**src/rtl/stk_pkg.sv**
```systemverilog
package stk_pkg;

  typedef enum logic [1:0] {
    OP_PUSH = 2'd0,
    OP_POP  = 2'd1,
    OP_CALL = 2'd2,
    OP_RET  = 2'd3
  } stk_op_e;

  typedef enum logic [3:0] {
    ST_IDLE  = 4'd0,
    ST_WAIT  = 4'd1,
    ST_DEC   = 4'd2,
    ST_WR_HI = 4'd3,
    ST_WR_LO = 4'd4,
    ST_RD_LO = 4'd5,
    ST_RD_HI = 4'd6,
    ST_GAP   = 4'd7,
    ST_CHK   = 4'd8,
    ST_FIN   = 4'd9
  } stk_st_e;

endpackage

```
**src/rtl/stk_ctrl.sv**
```systemverilog
module stk_ctrl
  import stk_pkg::*;
#(
  parameter int CALL_WAIT = 2
) (
  input  logic    clk,
  input  logic    rst_n,
  input  logic    req_push,
  input  logic    req_pop,
  input  logic    req_call,
  input  logic    req_ret,
  input  logic    cond,
  output stk_op_e op,
  output logic    ld,
  output logic    sp_dec,
  output logic    sp_inc,
  output logic    wr_hi,
  output logic    wr_lo,
  output logic    rd_lo,
  output logic    rd_hi,
  output logic    busy,
  output logic    done
);

  localparam int WCW = (CALL_WAIT > 1) ? $clog2(CALL_WAIT) : 1;

  stk_st_e st_q, st_d;
  stk_op_e op_q, op_d;
  logic    cond_q, cond_d;
  logic    any_req;
  logic    wait_last;
  stk_op_e sel_op;

  // Wait slots of a call are only built when the parameter asks for them
  generate
    if (CALL_WAIT > 0) begin : g_wait
      logic [WCW-1:0] wcnt_q, wcnt_d;
      always_comb begin
        if (st_q == ST_WAIT) wcnt_d = WCW'(wcnt_q + 1'b1);
        else                 wcnt_d = '0;
      end
      always_ff @(posedge clk or negedge rst_n) begin
        if (!rst_n) wcnt_q <= '0;
        else        wcnt_q <= wcnt_d;
      end
      assign wait_last = (wcnt_q == WCW'(CALL_WAIT - 1));
    end else begin : g_nowait
      assign wait_last = 1'b1;
    end
  endgenerate

  // Fixed priority among simultaneous requests: call, push, pop, return
  always_comb begin
    any_req = req_call | req_push | req_pop | req_ret;
    if (req_call)      sel_op = OP_CALL;
    else if (req_push) sel_op = OP_PUSH;
    else if (req_pop)  sel_op = OP_POP;
    else               sel_op = OP_RET;
  end

  always_comb begin
    st_d   = st_q;
    op_d   = op_q;
    cond_d = cond_q;
    ld     = 1'b0;
    sp_dec = 1'b0;
    sp_inc = 1'b0;
    wr_hi  = 1'b0;
    wr_lo  = 1'b0;
    rd_lo  = 1'b0;
    rd_hi  = 1'b0;
    unique case (st_q)
      ST_IDLE: begin
        if (any_req) begin
          ld     = 1'b1;
          op_d   = sel_op;
          cond_d = cond;
          unique case (sel_op)
            OP_PUSH: st_d = ST_DEC;
            OP_POP:  st_d = ST_RD_LO;
            OP_CALL: st_d = (CALL_WAIT > 0) ? ST_WAIT : ST_DEC;
            OP_RET:  st_d = ST_CHK;
            default: st_d = ST_IDLE;
          endcase
        end
      end
      ST_WAIT: begin
        if (wait_last) st_d = ST_DEC;
      end
      ST_DEC: begin
        sp_dec = 1'b1;
        st_d   = ST_WR_HI;
      end
      ST_WR_HI: begin
        wr_hi  = 1'b1;
        sp_dec = 1'b1;
        st_d   = ST_WR_LO;
      end
      ST_WR_LO: begin
        wr_lo = 1'b1;
        st_d  = ST_FIN;
      end
      ST_RD_LO: begin
        rd_lo  = 1'b1;
        sp_inc = 1'b1;
        st_d   = ST_RD_HI;
      end
      ST_RD_HI: begin
        rd_hi  = 1'b1;
        sp_inc = 1'b1;
        st_d   = (op_q == OP_RET) ? ST_GAP : ST_FIN;
      end
      ST_GAP: st_d = ST_FIN;
      ST_CHK: st_d = cond_q ? ST_RD_LO : ST_FIN;
      ST_FIN: st_d = ST_IDLE;
      default: st_d = ST_IDLE;
    endcase
  end

  always_ff @(posedge clk or negedge rst_n) begin
    if (!rst_n) begin
      st_q   <= ST_IDLE;
      op_q   <= OP_PUSH;
      cond_q <= 1'b0;
    end else begin
      st_q <= st_d;
      if (ld) begin
        op_q   <= op_d;
        cond_q <= cond_d;
      end
    end
  end

  assign op   = op_q;
  assign busy = (st_q != ST_IDLE);
  assign done = (st_q == ST_FIN);

endmodule

```
**src/rtl/stk_ptr.sv**
```systemverilog
module stk_ptr #(
  parameter int ADDR_W = 16
) (
  input  logic              clk,
  input  logic              rst_n,
  input  logic              ld,
  input  logic              dec,
  input  logic              inc,
  input  logic [ADDR_W-1:0] sp_in,
  output logic [ADDR_W-1:0] sp
);

  logic [ADDR_W-1:0] sp_q, sp_d;
  logic              sp_en;

  always_comb begin
    sp_en = ld | dec | inc;
    if (ld)       sp_d = sp_in;
    else if (dec) sp_d = sp_q - ADDR_W'(1);
    else          sp_d = sp_q + ADDR_W'(1);
  end

  always_ff @(posedge clk or negedge rst_n) begin
    if (!rst_n)     sp_q <= '0;
    else if (sp_en) sp_q <= sp_d;
  end

  assign sp = sp_q;

endmodule

```
**src/rtl/stk_data.sv**
```systemverilog
module stk_data #(
  parameter int BYTE_W = 8
) (
  input  logic                clk,
  input  logic                rst_n,
  input  logic                ld,
  input  logic                wr_hi,
  input  logic                wr_lo,
  input  logic                rd_lo,
  input  logic                rd_hi,
  input  logic [2*BYTE_W-1:0] push_word,
  input  logic [BYTE_W-1:0]   mem_rdata,
  output logic [BYTE_W-1:0]   mem_wdata,
  output logic [2*BYTE_W-1:0] pop_word
);

  localparam int WORD_W = 2 * BYTE_W;

  logic [WORD_W-1:0] pw_q;
  logic [WORD_W-1:0] word_q;
  logic [BYTE_W-1:0] lo_q;
  logic              lo_pend_q;
  logic              hi_pend_q;
  logic [WORD_W-1:0] word_live;

  // Read data trails the address by one cycle; the pend flags mark its arrival
  always_ff @(posedge clk or negedge rst_n) begin
    if (!rst_n) begin
      lo_pend_q <= 1'b0;
      hi_pend_q <= 1'b0;
    end else begin
      lo_pend_q <= rd_lo;
      hi_pend_q <= rd_hi;
    end
  end

  always_ff @(posedge clk or negedge rst_n) begin
    if (!rst_n)  pw_q <= '0;
    else if (ld) pw_q <= push_word;
  end

  always_ff @(posedge clk or negedge rst_n) begin
    if (!rst_n)         lo_q <= '0;
    else if (lo_pend_q) lo_q <= mem_rdata;
  end

  assign word_live = {mem_rdata, lo_q};

  always_ff @(posedge clk or negedge rst_n) begin
    if (!rst_n)         word_q <= '0;
    else if (hi_pend_q) word_q <= word_live;
  end

  // Bypass lets a pop finish in the cycle the high byte arrives
  assign pop_word = hi_pend_q ? word_live : word_q;

  always_comb begin
    if (wr_hi)      mem_wdata = pw_q[WORD_W-1:BYTE_W];
    else if (wr_lo) mem_wdata = pw_q[BYTE_W-1:0];
    else            mem_wdata = '0;
  end

endmodule

```
**src/rtl/stk_seq.sv**
```systemverilog
module stk_seq
  import stk_pkg::*;
#(
  parameter int ADDR_W    = 16,
  parameter int BYTE_W    = 8,
  parameter int CALL_WAIT = 2
) (
  input  logic                clk,
  input  logic                rst_n,
  input  logic                req_push,
  input  logic                req_pop,
  input  logic                req_call,
  input  logic                req_ret,
  input  logic                ret_cond,
  input  logic [2*BYTE_W-1:0] push_word,
  input  logic [ADDR_W-1:0]   sp_in,
  input  logic [BYTE_W-1:0]   mem_rdata,
  output logic [ADDR_W-1:0]   mem_addr,
  output logic [BYTE_W-1:0]   mem_wdata,
  output logic                mem_we,
  output logic [2*BYTE_W-1:0] pop_word,
  output logic [ADDR_W-1:0]   sp_out,
  output logic                busy,
  output logic                done
);

  stk_op_e           op_q;
  logic              ld, sp_dec, sp_inc;
  logic              wr_hi, wr_lo, rd_lo, rd_hi;
  logic [ADDR_W-1:0] sp_q;

  stk_ctrl #(.CALL_WAIT(CALL_WAIT)) u_ctrl (
    .clk      (clk),
    .rst_n    (rst_n),
    .req_push (req_push),
    .req_pop  (req_pop),
    .req_call (req_call),
    .req_ret  (req_ret),
    .cond     (ret_cond),
    .op       (op_q),
    .ld       (ld),
    .sp_dec   (sp_dec),
    .sp_inc   (sp_inc),
    .wr_hi    (wr_hi),
    .wr_lo    (wr_lo),
    .rd_lo    (rd_lo),
    .rd_hi    (rd_hi),
    .busy     (busy),
    .done     (done)
  );

  stk_ptr #(.ADDR_W(ADDR_W)) u_ptr (
    .clk   (clk),
    .rst_n (rst_n),
    .ld    (ld),
    .dec   (sp_dec),
    .inc   (sp_inc),
    .sp_in (sp_in),
    .sp    (sp_q)
  );

  stk_data #(.BYTE_W(BYTE_W)) u_data (
    .clk       (clk),
    .rst_n     (rst_n),
    .ld        (ld),
    .wr_hi     (wr_hi),
    .wr_lo     (wr_lo),
    .rd_lo     (rd_lo),
    .rd_hi     (rd_hi),
    .push_word (push_word),
    .mem_rdata (mem_rdata),
    .mem_wdata (mem_wdata),
    .pop_word  (pop_word)
  );

  // The working pointer addresses every access: pre-decrement on writes,
  // post-increment on reads
  assign mem_addr = sp_q;
  assign mem_we   = wr_hi | wr_lo;
  assign sp_out   = sp_q;

endmodule

```
**config.mk**
```make
export PLATFORM = sky130hd
export DESIGN_NAME = stk_seq
export DESIGN_NICKNAME = d
export VERILOG_FILES = /design/src/rtl/stk_pkg.sv /design/src/rtl/stk_ctrl.sv /design/src/rtl/stk_ptr.sv /design/src/rtl/stk_data.sv /design/src/rtl/stk_seq.sv
export SDC_FILE = /design/constraint.sdc
export NUM_CORES = 1
export LEC_CHECK = 0
export BUFFER_PORTS_ARGS = -buffer_cell sky130_fd_sc_hd__buf_2
export CORE_MARGIN = 1
export CORE_UTILIZATION = 56
export DETAILED_ROUTE_END_ITERATION = 8
export GPL_TIMING_DRIVEN = 0
export MAX_ROUTING_LAYER = met4
export PLACE_DENSITY = 0.83
export SLEW_MARGIN = 20
export SYNTH_ARGS = -nofsm -noshare
export SYNTH_HDL_FRONTEND = slang
export SYNTH_SLANG_ARGS = --single-unit
```
**constraint.sdc**
```tcl
create_clock -name clk -period 6.1 [get_ports clk]
set_input_delay 0.915 -clock clk [delete_from_list [all_inputs] [get_ports clk]]
set_output_delay 0.915 -clock clk [all_outputs]
set_load 0.05 [all_outputs]
```
==> flow_metrics.env <==
export IMPL_final_cells=551
export IMPL_clk_latency_ns=0.34
export IMPL_relSlewSlack=0.591
export IMPL_track_usage=0.262
export IMPL_io_pins=106
export IMPL_grt_pass1_wl_um=12900
export IMPL_drc=0
export IMPL_grt_max_degree=46
export IMPL_dp_cells=535
export IMPL_synthCells=352
export IMPL_vias=3028
export IMPL_antenna_found_initial=0
export IMPL_tightestPinTransition_ns=0.611
export IMPL_synth_flop_cell="dfrtp_1"
export IMPL_postRouteAntennaNets=0
export IMPL_rsz0062_at_grt="no"
export IMPL_max_freq_ghz=0.286
export IMPL_end_kind="register"
export IMPL_period_minus_slack_ns=3.50
export IMPL_maxCapViolations=0
export IMPL_clock_skew_ns=0.00334
export IMPL_nets=535
export IMPL_initialDrtViolationCount=176
export IMPL_synth_fp_nets=418
export IMPL_dieHeight_um=82.7
export IMPL_die_x_um=82.7
export IMPL_firstDrtPassIters=4
export IMPL_syn2layout_area_growth_pct=24.3
export IMPL_synth_cell_types=43
export IMPL_ys_seq_area_frac=0.453
export IMPL_crit_path_max_fanout=16
export IMPL_cts_max_path_buffers=2
export IMPL_port_buffers=105
export IMPL_critPathRequiredTime_ns=6.33
export IMPL_drt_wl_total_um=8150
export IMPL_dieArea_mm2=0.00684
export IMPL_rows=29
export IMPL_start_kind="register"
export IMPL_dpl_hpwl_um=5990
export IMPL_core_area_mm2=0.00631
export IMPL_async_reset_ff_frac=1.00
export IMPL_synth_edf_count=0
export IMPL_maxSlewViolCount=0
export IMPL_hp_class="in2async"
export IMPL_critPathKind="reg2reg"
export IMPL_antenna_cells=0
export IMPL_postSynthAreaPerCell_um2=10.4
export IMPL_gp_congestion=0.918
export IMPL_cts_hold_buf=0
export IMPL_start_util=0.578
export IMPL_cts_tree="built"
export IMPL_status="completed"
export IMPL_worstPathArrival_ns=3.72
export IMPL_setup_viol=0
export IMPL_clk_pin_slew_worst_paths_ns=0.07
export IMPL_grt_pass1_vias=2892
export IMPL_cts_buffers=9
export IMPL_root_buffer="clkbuf_8"
export IMPL_cts_setup_buffers=0
export IMPL_synth_seq_cells=66
export IMPL_vias_per_cell=5.50
export IMPL_post_cts_resized=0
export IMPL_fin_crit_sh=0.573
export IMPL_ys_warn_count=0
export IMPL_htree_levels=3
export IMPL_drive_gt1_frac=0.401
export IMPL_grt_ovfl_total=0
export IMPL_hold_viol_final=0
export IMPL_drt_wirelength_per_cell_um=14.8
export IMPL_cts_num_sinks=66
export IMPL_syn_cell_area_mm2=0.00365
export IMPL_tns_ns=0
-- flip-flops by register name, summed over array words and instances, names as in the netlist --
signal	count
u_ctrl.op	2
u_ptr.sp	16
u_data.word_q	16
u_ctrl.st_q	4
u_data.lo_pend_q	1
u_ctrl.cond_q	1
u_data.hi_pend_q	1
u_ctrl.g_wait.wcnt_q	1
u_data.pw_q	16
u_data.lo_q	8
-- layout by cell type (no fill, tap or decap), types with 5 or more instances in the layout --
master	netlist	routed
buf_2	3	107
dfrtp_1	66	66
mux2_2	42	42
nor2_1	34	34
nand2_1	24	24
a21oi_1	21	21
o21ai_0	18	18
ha_1	18	18
buf_4	16	17
a22oi_1	14	14
clkbuf_1	9	10
clkbuf_8	0	9
inv_1	8	8
xor2_1	8	8
nand3_1	7	7
xnor2_1	7	7
nor3_1	6	6
o21bai_1	5	5
-- layer usage --
layer / vias up / GRT usage / wire (µm)
met4: 0 / 0.0776 / 112
met2: 89 / 0.459 / 4240
met3: 15 / 0.0703 / 483
li1: 1467 / - / -
met5: - / - / 0
met1: 1457 / 0.290 / 3310
-- final timing paths --
path | startpoint | endpoint | slack (ns) | depth (start not counted)
max in group asynchronous | rst_n | u_data.pw_q[10] | 5.10 | 2
min | rst_n | u_data.word_q[5] | 0.46 | 1
min in group clk | u_ctrl.g_wait.wcnt_q | u_ctrl.g_wait.wcnt_q | 0.47 | 1
min reg2reg | u_ctrl.g_wait.wcnt_q | u_ctrl.g_wait.wcnt_q | 0.47 | 1
max reg2reg | u_ctrl.st_q[1] | u_ptr.sp[15] | 2.60 | 11
max | u_ctrl.st_q[1] | u_ptr.sp[15] | 2.60 | 11
-- kinds of logic after synthesis --
| kind of cell | synth area share |
|---|---|
| AND/OR/NAND/NOR | 0.108 |
| AO/OA/AOI/OAI | 0.146 |
| flip-flops | 0.453 |
| multiplexers | 0.132 |
| buffers and inverters | 0.0576 |
| adder cells (fa/ha/maj) | 0.0672 |
| XOR/XNOR | 0.0360 |
-- synth_stat cells, types with 4 or more instances --
master | count | area, µm²
ha_1 | 18 | 225
buf_4 | 16 | 120
a21o_1 | 4 | 30.0
xnor2_1 | 7 | 61.3
o21ai_0 | 18 | 90.1
nand2_1 | 24 | 90.1
o21bai_1 | 5 | 37.5
mux2_2 | 42 | 473
inv_1 | 8 | 30.0
xor2_1 | 8 | 70.1
nand3_1 | 7 | 35.0
nor2_1 | 34 | 128
nor3_1 | 6 | 30.0
clkbuf_1 | 9 | 33.8
dfrtp_1 | 66 | 1650
a21oi_1 | 21 | 105
a22oi_1 | 14 | 105
-- worst max-delay path, cell delays in order (launching register included) --
cell and delay, ns:
dfrtp_1 0.39, clkbuf_1 0.34, nand2_1 0.23, inv_1 0.47, ha_1 0.40, a21oi_2 0.22
o21ai_1 0.10, or4b_1 0.50, o21ai_2 0.16, xnor2_1 0.11, a21o_1 0.17, a221o_1 0.29
-- cell type report --
type	count	area (µm²)
Buffer	31	180
Clock buffer	10	128
Clock inverter	6	115
Fill cell	510	1780
Inverter	8	30.0
Multi-Input combinational cell	247	1790
Sequential cell	66	1650
Tap cell	77	96.3
Timing Repair Buffer	106	548
-- through the flow --
stage | util | hold WS, ns | area [µm²] | worst slack [ns]
CTS | 0.718 | 0.459 | 4540 | 2.63
finish | 0.718 | 0.462 | 4540 | 2.60
floorplan | - | 0.419 | 3650 | 3.14
global route | 0.718 | 0.471 | 4540 | 2.45
global placement | 0.676 | 0.446 | 4270 | 2.71
detailed placement | 0.680 | 0.458 | 4290 | 2.66
Power is left out: the tool's default activity adds up to more than one toggle a clock period on the data nets, which glitch-free logic cannot reach.
